### config.mk
export PLATFORM = sky130hd
export DESIGN_NAME = loc_arbiter
export DESIGN_NICKNAME = d
export VERILOG_FILES = /design/src/rtl/lar_pkg.sv /design/src/rtl/lar_rst_sync.sv /design/src/rtl/lar_decode.sv /design/src/rtl/lar_owner.sv /design/src/rtl/lar_flags.sv /design/src/rtl/lar_rdmux.sv /design/src/rtl/loc_arbiter.sv
export SDC_FILE = /design/constraint.sdc
export NUM_CORES = 1
export LEC_CHECK = 0
export BUFFER_PORTS_ARGS = -buffer_cell sky130_fd_sc_hd__buf_2
export CAP_MARGIN = 30
export CORE_ASPECT_RATIO = 0.8
export CORE_MARGIN = 5
export CORE_UTILIZATION = 53
export CTS_CLUSTER_DIAMETER = 40
export DETAILED_ROUTE_END_ITERATION = 8
export PLACE_DENSITY = 0.87
export REMOVE_ABC_BUFFERS = 1
export SKIP_LAST_GASP = 1
export SLEW_MARGIN = 40
export SYNTH_ARGS = -nofsm -noshare
export SYNTH_HDL_FRONTEND = slang
export SYNTH_SLANG_ARGS = --single-unit
### constraint.sdc
create_clock -name clk -period 4.2 [get_ports clk]
set_input_delay 0.84 -clock clk [delete_from_list [all_inputs] [get_ports clk]]
set_output_delay 0.84 -clock clk [all_outputs]
set_load 0.05 [all_outputs]
### src/rtl/lar_pkg.sv
package lar_pkg;
  // control byte bit positions (software decodes these)
  localparam int BIT_OK     = 7;
  localparam int BIT_OWNER  = 5;
  localparam int BIT_TAKEN  = 4;
  localparam int BIT_TAKE   = 3;
  localparam int BIT_WAIT   = 2;
  localparam int BIT_ASK    = 1;
  localparam int BIT_FIXED0 = 0;

  typedef enum logic [2:0] {
    ACT_NONE,
    ACT_RELEASE,
    ACT_SEIZE,
    ACT_GRANT,
    ACT_QUEUE
  } lar_act_e;
endpackage

### src/rtl/lar_rst_sync.sv
module lar_rst_sync (
  input  logic clk,
  input  logic rst_n,
  output logic srst_n
);
  logic [1:0] stage_q;

  always_ff @(posedge clk or negedge rst_n) begin
    if (!rst_n) stage_q <= 2'b00;
    else        stage_q <= {stage_q[0], 1'b1};
  end

  assign srst_n = stage_q[1];
endmodule

### src/rtl/lar_decode.sv
module lar_decode
  import lar_pkg::*;
#(
  parameter  int NUM_LOC = 5,
  parameter  int WIN_W   = 12,
  localparam int LOC_W   = (NUM_LOC > 1) ? $clog2(NUM_LOC) : 1,
  localparam int ADDR_W  = LOC_W + WIN_W
) (
  input  logic              byte_we,
  input  logic [ADDR_W-1:0] addr,
  input  logic [7:0]        wdata,
  input  logic              own_vld,
  input  logic [LOC_W-1:0]  own_idx,
  input  logic [NUM_LOC-1:0] ask_vec,
  output lar_act_e          act,
  output logic [LOC_W-1:0]  tgt,
  output logic              clr_taken,
  output logic              hi_vld,
  output logic [LOC_W-1:0]  hi_idx
);
  logic hit;
  logic is_owner;
  logic unused_bits;

  assign tgt         = addr[ADDR_W-1:WIN_W];
  assign hit         = byte_we && (addr[WIN_W-1:0] == '0) && (int'(tgt) < NUM_LOC);
  assign is_owner    = own_vld && (own_idx == tgt);
  assign clr_taken   = hit && wdata[BIT_TAKEN];
  assign unused_bits = ^{wdata[7:6], wdata[BIT_WAIT], wdata[BIT_FIXED0]};

  // one ownership action per write: release, then seize, then request
  always_comb begin
    act = ACT_NONE;
    if (hit) begin
      if (wdata[BIT_OWNER]) begin
        if (is_owner) act = ACT_RELEASE;
      end else if (wdata[BIT_TAKE]) begin
        if (own_vld && (tgt > own_idx)) act = ACT_SEIZE;
      end else if (wdata[BIT_ASK]) begin
        if (!own_vld)      act = ACT_GRANT;
        else if (!is_owner) act = ACT_QUEUE;
      end
    end
  end

  // highest-numbered outstanding request wins promotion
  always_comb begin
    hi_vld = 1'b0;
    hi_idx = '0;
    for (int i = 0; i < NUM_LOC; i++) begin
      if (ask_vec[i]) begin
        hi_vld = 1'b1;
        hi_idx = LOC_W'(i);
      end
    end
  end
endmodule

### src/rtl/lar_owner.sv
module lar_owner
  import lar_pkg::*;
#(
  parameter  int NUM_LOC = 5,
  localparam int LOC_W   = (NUM_LOC > 1) ? $clog2(NUM_LOC) : 1
) (
  input  logic             clk,
  input  logic             srst_n,
  input  lar_act_e         act,
  input  logic [LOC_W-1:0] tgt,
  input  logic             hi_vld,
  input  logic [LOC_W-1:0] hi_idx,
  output logic             own_vld,
  output logic [LOC_W-1:0] own_idx
);
  logic             own_en;
  logic             vld_nxt;
  logic [LOC_W-1:0] idx_nxt;

  always_comb begin
    own_en  = 1'b0;
    vld_nxt = own_vld;
    idx_nxt = own_idx;
    unique case (act)
      ACT_RELEASE: begin
        own_en  = 1'b1;
        vld_nxt = hi_vld;
        idx_nxt = hi_vld ? hi_idx : '0;
      end
      ACT_SEIZE, ACT_GRANT: begin
        own_en  = 1'b1;
        vld_nxt = 1'b1;
        idx_nxt = tgt;
      end
      default: ;
    endcase
  end

  always_ff @(posedge clk or negedge srst_n) begin
    if (!srst_n) begin
      own_vld <= 1'b0;
      own_idx <= '0;
    end else if (own_en) begin
      own_vld <= vld_nxt;
      own_idx <= idx_nxt;
    end
  end
endmodule

### src/rtl/lar_flags.sv
module lar_flags
  import lar_pkg::*;
#(
  parameter  int NUM_LOC = 5,
  localparam int LOC_W   = (NUM_LOC > 1) ? $clog2(NUM_LOC) : 1
) (
  input  logic               clk,
  input  logic               srst_n,
  input  lar_act_e           act,
  input  logic [LOC_W-1:0]   tgt,
  input  logic               clr_taken,
  input  logic [LOC_W-1:0]   own_idx,
  input  logic               hi_vld,
  input  logic [LOC_W-1:0]   hi_idx,
  output logic [NUM_LOC-1:0] ask_vec,
  output logic [NUM_LOC-1:0] taken_vec
);
  for (genvar g = 0; g < NUM_LOC; g++) begin : g_loc
    localparam logic [LOC_W-1:0] MY = LOC_W'(g);
    logic ask_r, ask_set, ask_clr, ask_en;
    logic tkn_r, tkn_set, tkn_clr, tkn_en;

    always_comb begin
      ask_set = (act == ACT_QUEUE) && (tgt == MY);
      ask_clr = ((act == ACT_RELEASE) && hi_vld && (hi_idx == MY)) ||
                ((act == ACT_SEIZE) && (tgt == MY));
      ask_en  = ask_set || ask_clr;
      tkn_set = (act == ACT_SEIZE) && (own_idx == MY);
      tkn_clr = clr_taken && (tgt == MY);
      tkn_en  = tkn_set || tkn_clr;
    end

    always_ff @(posedge clk or negedge srst_n) begin
      if (!srst_n)     ask_r <= 1'b0;
      else if (ask_en) ask_r <= ask_set;
    end

    always_ff @(posedge clk or negedge srst_n) begin
      if (!srst_n)     tkn_r <= 1'b0;
      else if (tkn_en) tkn_r <= tkn_set;
    end

    assign ask_vec[g]   = ask_r;
    assign taken_vec[g] = tkn_r;
  end
endmodule

### src/rtl/lar_rdmux.sv
module lar_rdmux
  import lar_pkg::*;
#(
  parameter  int NUM_LOC = 5,
  parameter  int WIN_W   = 12,
  localparam int LOC_W   = (NUM_LOC > 1) ? $clog2(NUM_LOC) : 1,
  localparam int ADDR_W  = LOC_W + WIN_W
) (
  input  logic [ADDR_W-1:0]  addr,
  input  logic               own_vld,
  input  logic [LOC_W-1:0]   own_idx,
  input  logic [NUM_LOC-1:0] ask_vec,
  input  logic [NUM_LOC-1:0] taken_vec,
  output logic [7:0]         rdata
);
  logic [LOC_W-1:0] rloc;
  logic             sel;
  logic             others_wait;
  logic             my_ask;
  logic             my_taken;

  assign rloc = addr[ADDR_W-1:WIN_W];
  assign sel  = (addr[WIN_W-1:0] == '0) && (int'(rloc) < NUM_LOC);

  always_comb begin
    others_wait = 1'b0;
    my_ask      = 1'b0;
    my_taken    = 1'b0;
    for (int i = 0; i < NUM_LOC; i++) begin
      if (int'(rloc) == i) begin
        my_ask   = ask_vec[i];
        my_taken = taken_vec[i];
      end else if (ask_vec[i]) begin
        others_wait = 1'b1;
      end
    end
  end

  always_comb begin
    rdata = '0;
    if (sel) begin
      rdata[BIT_OK]     = 1'b1;
      rdata[BIT_OWNER]  = own_vld && (own_idx == rloc);
      rdata[BIT_TAKEN]  = my_taken;
      rdata[BIT_WAIT]   = others_wait;
      rdata[BIT_ASK]    = my_ask;
      rdata[BIT_FIXED0] = 1'b1;
    end
  end
endmodule

### src/rtl/loc_arbiter.sv
module loc_arbiter
  import lar_pkg::*;
#(
  parameter  int NUM_LOC = 5,
  parameter  int WIN_W   = 12,
  localparam int LOC_W   = (NUM_LOC > 1) ? $clog2(NUM_LOC) : 1,
  localparam int ADDR_W  = LOC_W + WIN_W
) (
  input  logic              clk,
  input  logic              rst_n,
  input  logic [ADDR_W-1:0] addr,
  input  logic              byte_we,
  input  logic [7:0]        wdata,
  output logic [7:0]        rdata,
  output logic              act_vld,
  output logic [LOC_W-1:0]  act_idx
);
  logic               rst_sync_n;
  lar_act_e           act;
  logic [LOC_W-1:0]   tgt;
  logic               clr_taken;
  logic               hi_vld;
  logic [LOC_W-1:0]   hi_idx;
  logic [NUM_LOC-1:0] ask_vec;
  logic [NUM_LOC-1:0] taken_vec;

  lar_rst_sync u_rst (
    .clk    (clk),
    .rst_n  (rst_n),
    .srst_n (rst_sync_n)
  );

  lar_decode #(.NUM_LOC(NUM_LOC), .WIN_W(WIN_W)) u_dec (
    .byte_we   (byte_we),
    .addr      (addr),
    .wdata     (wdata),
    .own_vld   (act_vld),
    .own_idx   (act_idx),
    .ask_vec   (ask_vec),
    .act       (act),
    .tgt       (tgt),
    .clr_taken (clr_taken),
    .hi_vld    (hi_vld),
    .hi_idx    (hi_idx)
  );

  lar_owner #(.NUM_LOC(NUM_LOC)) u_own (
    .clk     (clk),
    .srst_n  (rst_sync_n),
    .act     (act),
    .tgt     (tgt),
    .hi_vld  (hi_vld),
    .hi_idx  (hi_idx),
    .own_vld (act_vld),
    .own_idx (act_idx)
  );

  lar_flags #(.NUM_LOC(NUM_LOC)) u_flg (
    .clk       (clk),
    .srst_n    (rst_sync_n),
    .act       (act),
    .tgt       (tgt),
    .clr_taken (clr_taken),
    .own_idx   (act_idx),
    .hi_vld    (hi_vld),
    .hi_idx    (hi_idx),
    .ask_vec   (ask_vec),
    .taken_vec (taken_vec)
  );

  lar_rdmux #(.NUM_LOC(NUM_LOC), .WIN_W(WIN_W)) u_rd (
    .addr      (addr),
    .own_vld   (act_vld),
    .own_idx   (act_idx),
    .ask_vec   (ask_vec),
    .taken_vec (taken_vec),
    .rdata     (rdata)
  );
endmodule

==> results.md <==
- Status: finished, final reports clean
- Clock sinks: 16
- Clock power frac: 34.0%
- Peak Freq: 0.342 GHz
- WL per Instance: 16.6 um
- Cell Rows: 14
- Htree depth: 1
- Vias: 1146
- Antenna-violating nets left: 0
- Fill cells: 162
- Antenna cells: 0
- Die Ht: 50.7 um
- Total GRT Usage: 20.6%
- # IOs: 38
- Worst-path maximum fanout: 13
- Setup Total Neg Slack: 0 ns
- Post-route cell area: 0.00127 mm^2
- Post-detail-place hpwl: 2310 um
- Final setup vio count: 0
- DR iter-0 viols: 90
- Worst setup path class: in2out
- Tightest Pin Transition: 0.690 ns
- Max-cap violations: 0
- Leakage: 0.588 nW
- Worst endpoint data arrival time: 2.09 ns
- Top cell type's share of synthesized area: 36.6%
- Routability cong.: 0.906
- DP Worst Slack: 1.27 ns
- Max-slew violations: 0
- Overall routed net length: 2940 um
- Total congestion overflow: 0
- Syn avg cell area: 8.76 um^2
- Total setup buffers inserted after CTS: 0
- Largest area contributor in the netlist: dfrtp_1
- Vias in the first global route: 1060
- CTS Root Buffer Type: clkbuf_4
- Clock period minus worst slack: 2.93 ns
- Fin crit share: 69.7%
- Initial Utilization: 56.8%
- CORE AREA: 0.00193 mm^2
- Hold WS: 0.215 ns
- Post_cts resized: 0
- Worst path required time: 3.36 ns
- HP Class: reg2async
- Sw Ratio: 24.6%
- Clock slew at reported path FFs: 0.10 ns
- Worst Setup End Kind: output pin
- P_sw: 72.2 uW
- DR pass1 iterations: 4
- Routed vias/inst: 6.47
- DR DRC count: 0
- Number of unique standard cell types used by synthesis: 38
- Share of async-settable or async-resettable flops after synthesis: 100%
- Mapped Cells: 125
- Comb pwr share: 12.3%
- Worst vdd ir: 0.221 mV
- Flop and latch count out of synthesis: 16
- Slew headroom: 53.8%
- Yosys warns: 0
- Post-synth EDFFs: 0
- Startpoint types: input port
- Dominant cell by count in the synthesized netlist: dfrtp_1
- Post-cts hold buffer count: 0
- Total internal power: 221 uW
- Die area: 0.00308 mm^2
- Die Width: 60.8 um
- Area occupied by multi-input gates: 611 um^2
- Max clock buf depth: 2
- Synth area leaders: dfrtp_1 37%, nor2_1 4.5%, o21ai_0 4.1%
- Ys flop type: dfrtp_1
- # nets final: 183
- Total CTS buffers: 3
- Sequential power share: 53.7%
- Fin Clk Skew: 0.0173 ns
- Share of layout cells above drive strength 1: 29.4%
- FF/Latch Area: 400 um^2
- DP Area: 0.00123 mm^2
- Synth Cell Area: 0.00109 mm^2
- Worst skew pair latency: 0.29 ns
- Hold Fails Final Rpt: 0
- Global-route wire length before repair: 4790 um
- Largest net degree at the start of global routing: 15
- CTS tree: done
- IO Port Bufs: 31
- PD cells: 232 mW/mm^2
- Final setup margin: 1.27 ns
- Non-Filler Instances: 177
- Area Overhead vs Synth: 15.7%
- Sequential area share after synthesis: 36.6%
- Util after Layout: 65.7%
- DP Cell Count: 173
- Total Power: 293 uW
- Unrepaired setup endpoints after global routing: false
- Synth top cells by count: 16 x dfrtp_1, 13 x nor2_1, 9 x o21ai_0, 8 x inv_1
- Initial antenna violation count: 0
## flip-flops by register name (all words and copies together) (netlist names)
name,flops
u_rst.stage_q,2
u_own.own_idx,3
u_flg.g_loc.tkn_r,5
u_own.own_vld,1
u_flg.g_loc.ask_r,5
## metal layers
layer / GRT usage (%) / up-vias / share of wire [%]
met1: 28.2 / 566 / 41
met4: 6.14 / 0 / 1.3
met3: 4.87 / 5 / 7.9
met2: 32.0 / 51 / 50
met5: 0 / - / 0
li1: - / 524 / -
## critical path: stages
cell,delay (ns)
buf_2,0.24
nor2_1,0.08
a2111oi_0,0.40
a21oi_1,0.07
o32ai_1,0.15
a21oi_1,0.09
buf_2,0.22
## power groups by stage
stage | registers (mW) | clock network, mW | logic, mW
5_1_grt | 0.158 | 0.112 | 0.0396
2_1_floorplan | 0.160 | 0 | 0.0165
6_report | 0.158 | 0.0997 | 0.0360
3_5_place_dp | 0.161 | 0 | 0.0353
3_3_place_gp | 0.161 | 0 | 0.0332
4_1_cts | 0.158 | 0.101 | 0.0354
## cell type report
type / instances / area share (%)
timing repair buffer: 31 / 12.3
inverter: 9 / 2.67
sequential: 16 / 31.6
tap: 24 / 2.37
clock buffer: 4 / 2.87
multi-input combinational: 93 / 48.2
## cell families after synthesis
logic type | synth area share (%)
buffers and inverters | 8.00
adder cells (fa/ha/maj) | 3.43
AO/OA/AOI/OAI | 23.3
AND/OR/NAND/NOR | 23.0
flip-flops | 36.6
multiplexers | 5.03
other | 0.686
## cell usage in the layout (no fill, tap or decap), types with 2 or more instances in the layout
master	count
nand3_1	6
nor4_1	2
nor3_1	2
nor2_1	13
conb_1	3
dfrtp_1	16
mux4_2	2
o41ai_1	5
and3_1	3
nor4_2	3
o21ai_0	9
buf_2	31
a22oi_1	3
clkbuf_4	3
inv_1	8
a21oi_1	7
ha_1	3
o31ai_1	2
o22ai_1	5
o211ai_1	2
nand2_1	7
or3_1	3
## worst paths after layout
| check | start | endpoint | slack [ns] | cells past startpoint |
|---|---|---|---|---|
| worst max-delay path | addr[13] | rdata[2] | 1.27 | 7 |
| worst min-delay path | u_rst.stage_q[1] | u_flg.g_loc[2].tkn_r | 0.22 | 0 |
| worst max register to register | u_own.own_idx[2] | u_flg.g_loc[4].ask_r | 1.82 | 8 |
| worst min register to register | u_rst.stage_q[1] | u_flg.g_loc[2].tkn_r | 0.22 | 0 |
| max in group asynchronous | u_rst.stage_q[1] | u_flg.g_loc[4].ask_r | 3.59 | 0 |
| min in group clk | u_rst.stage_q[0] | u_rst.stage_q[1] | 0.36 | 0 |
Note: power is estimated with default switching activity, not from simulation.
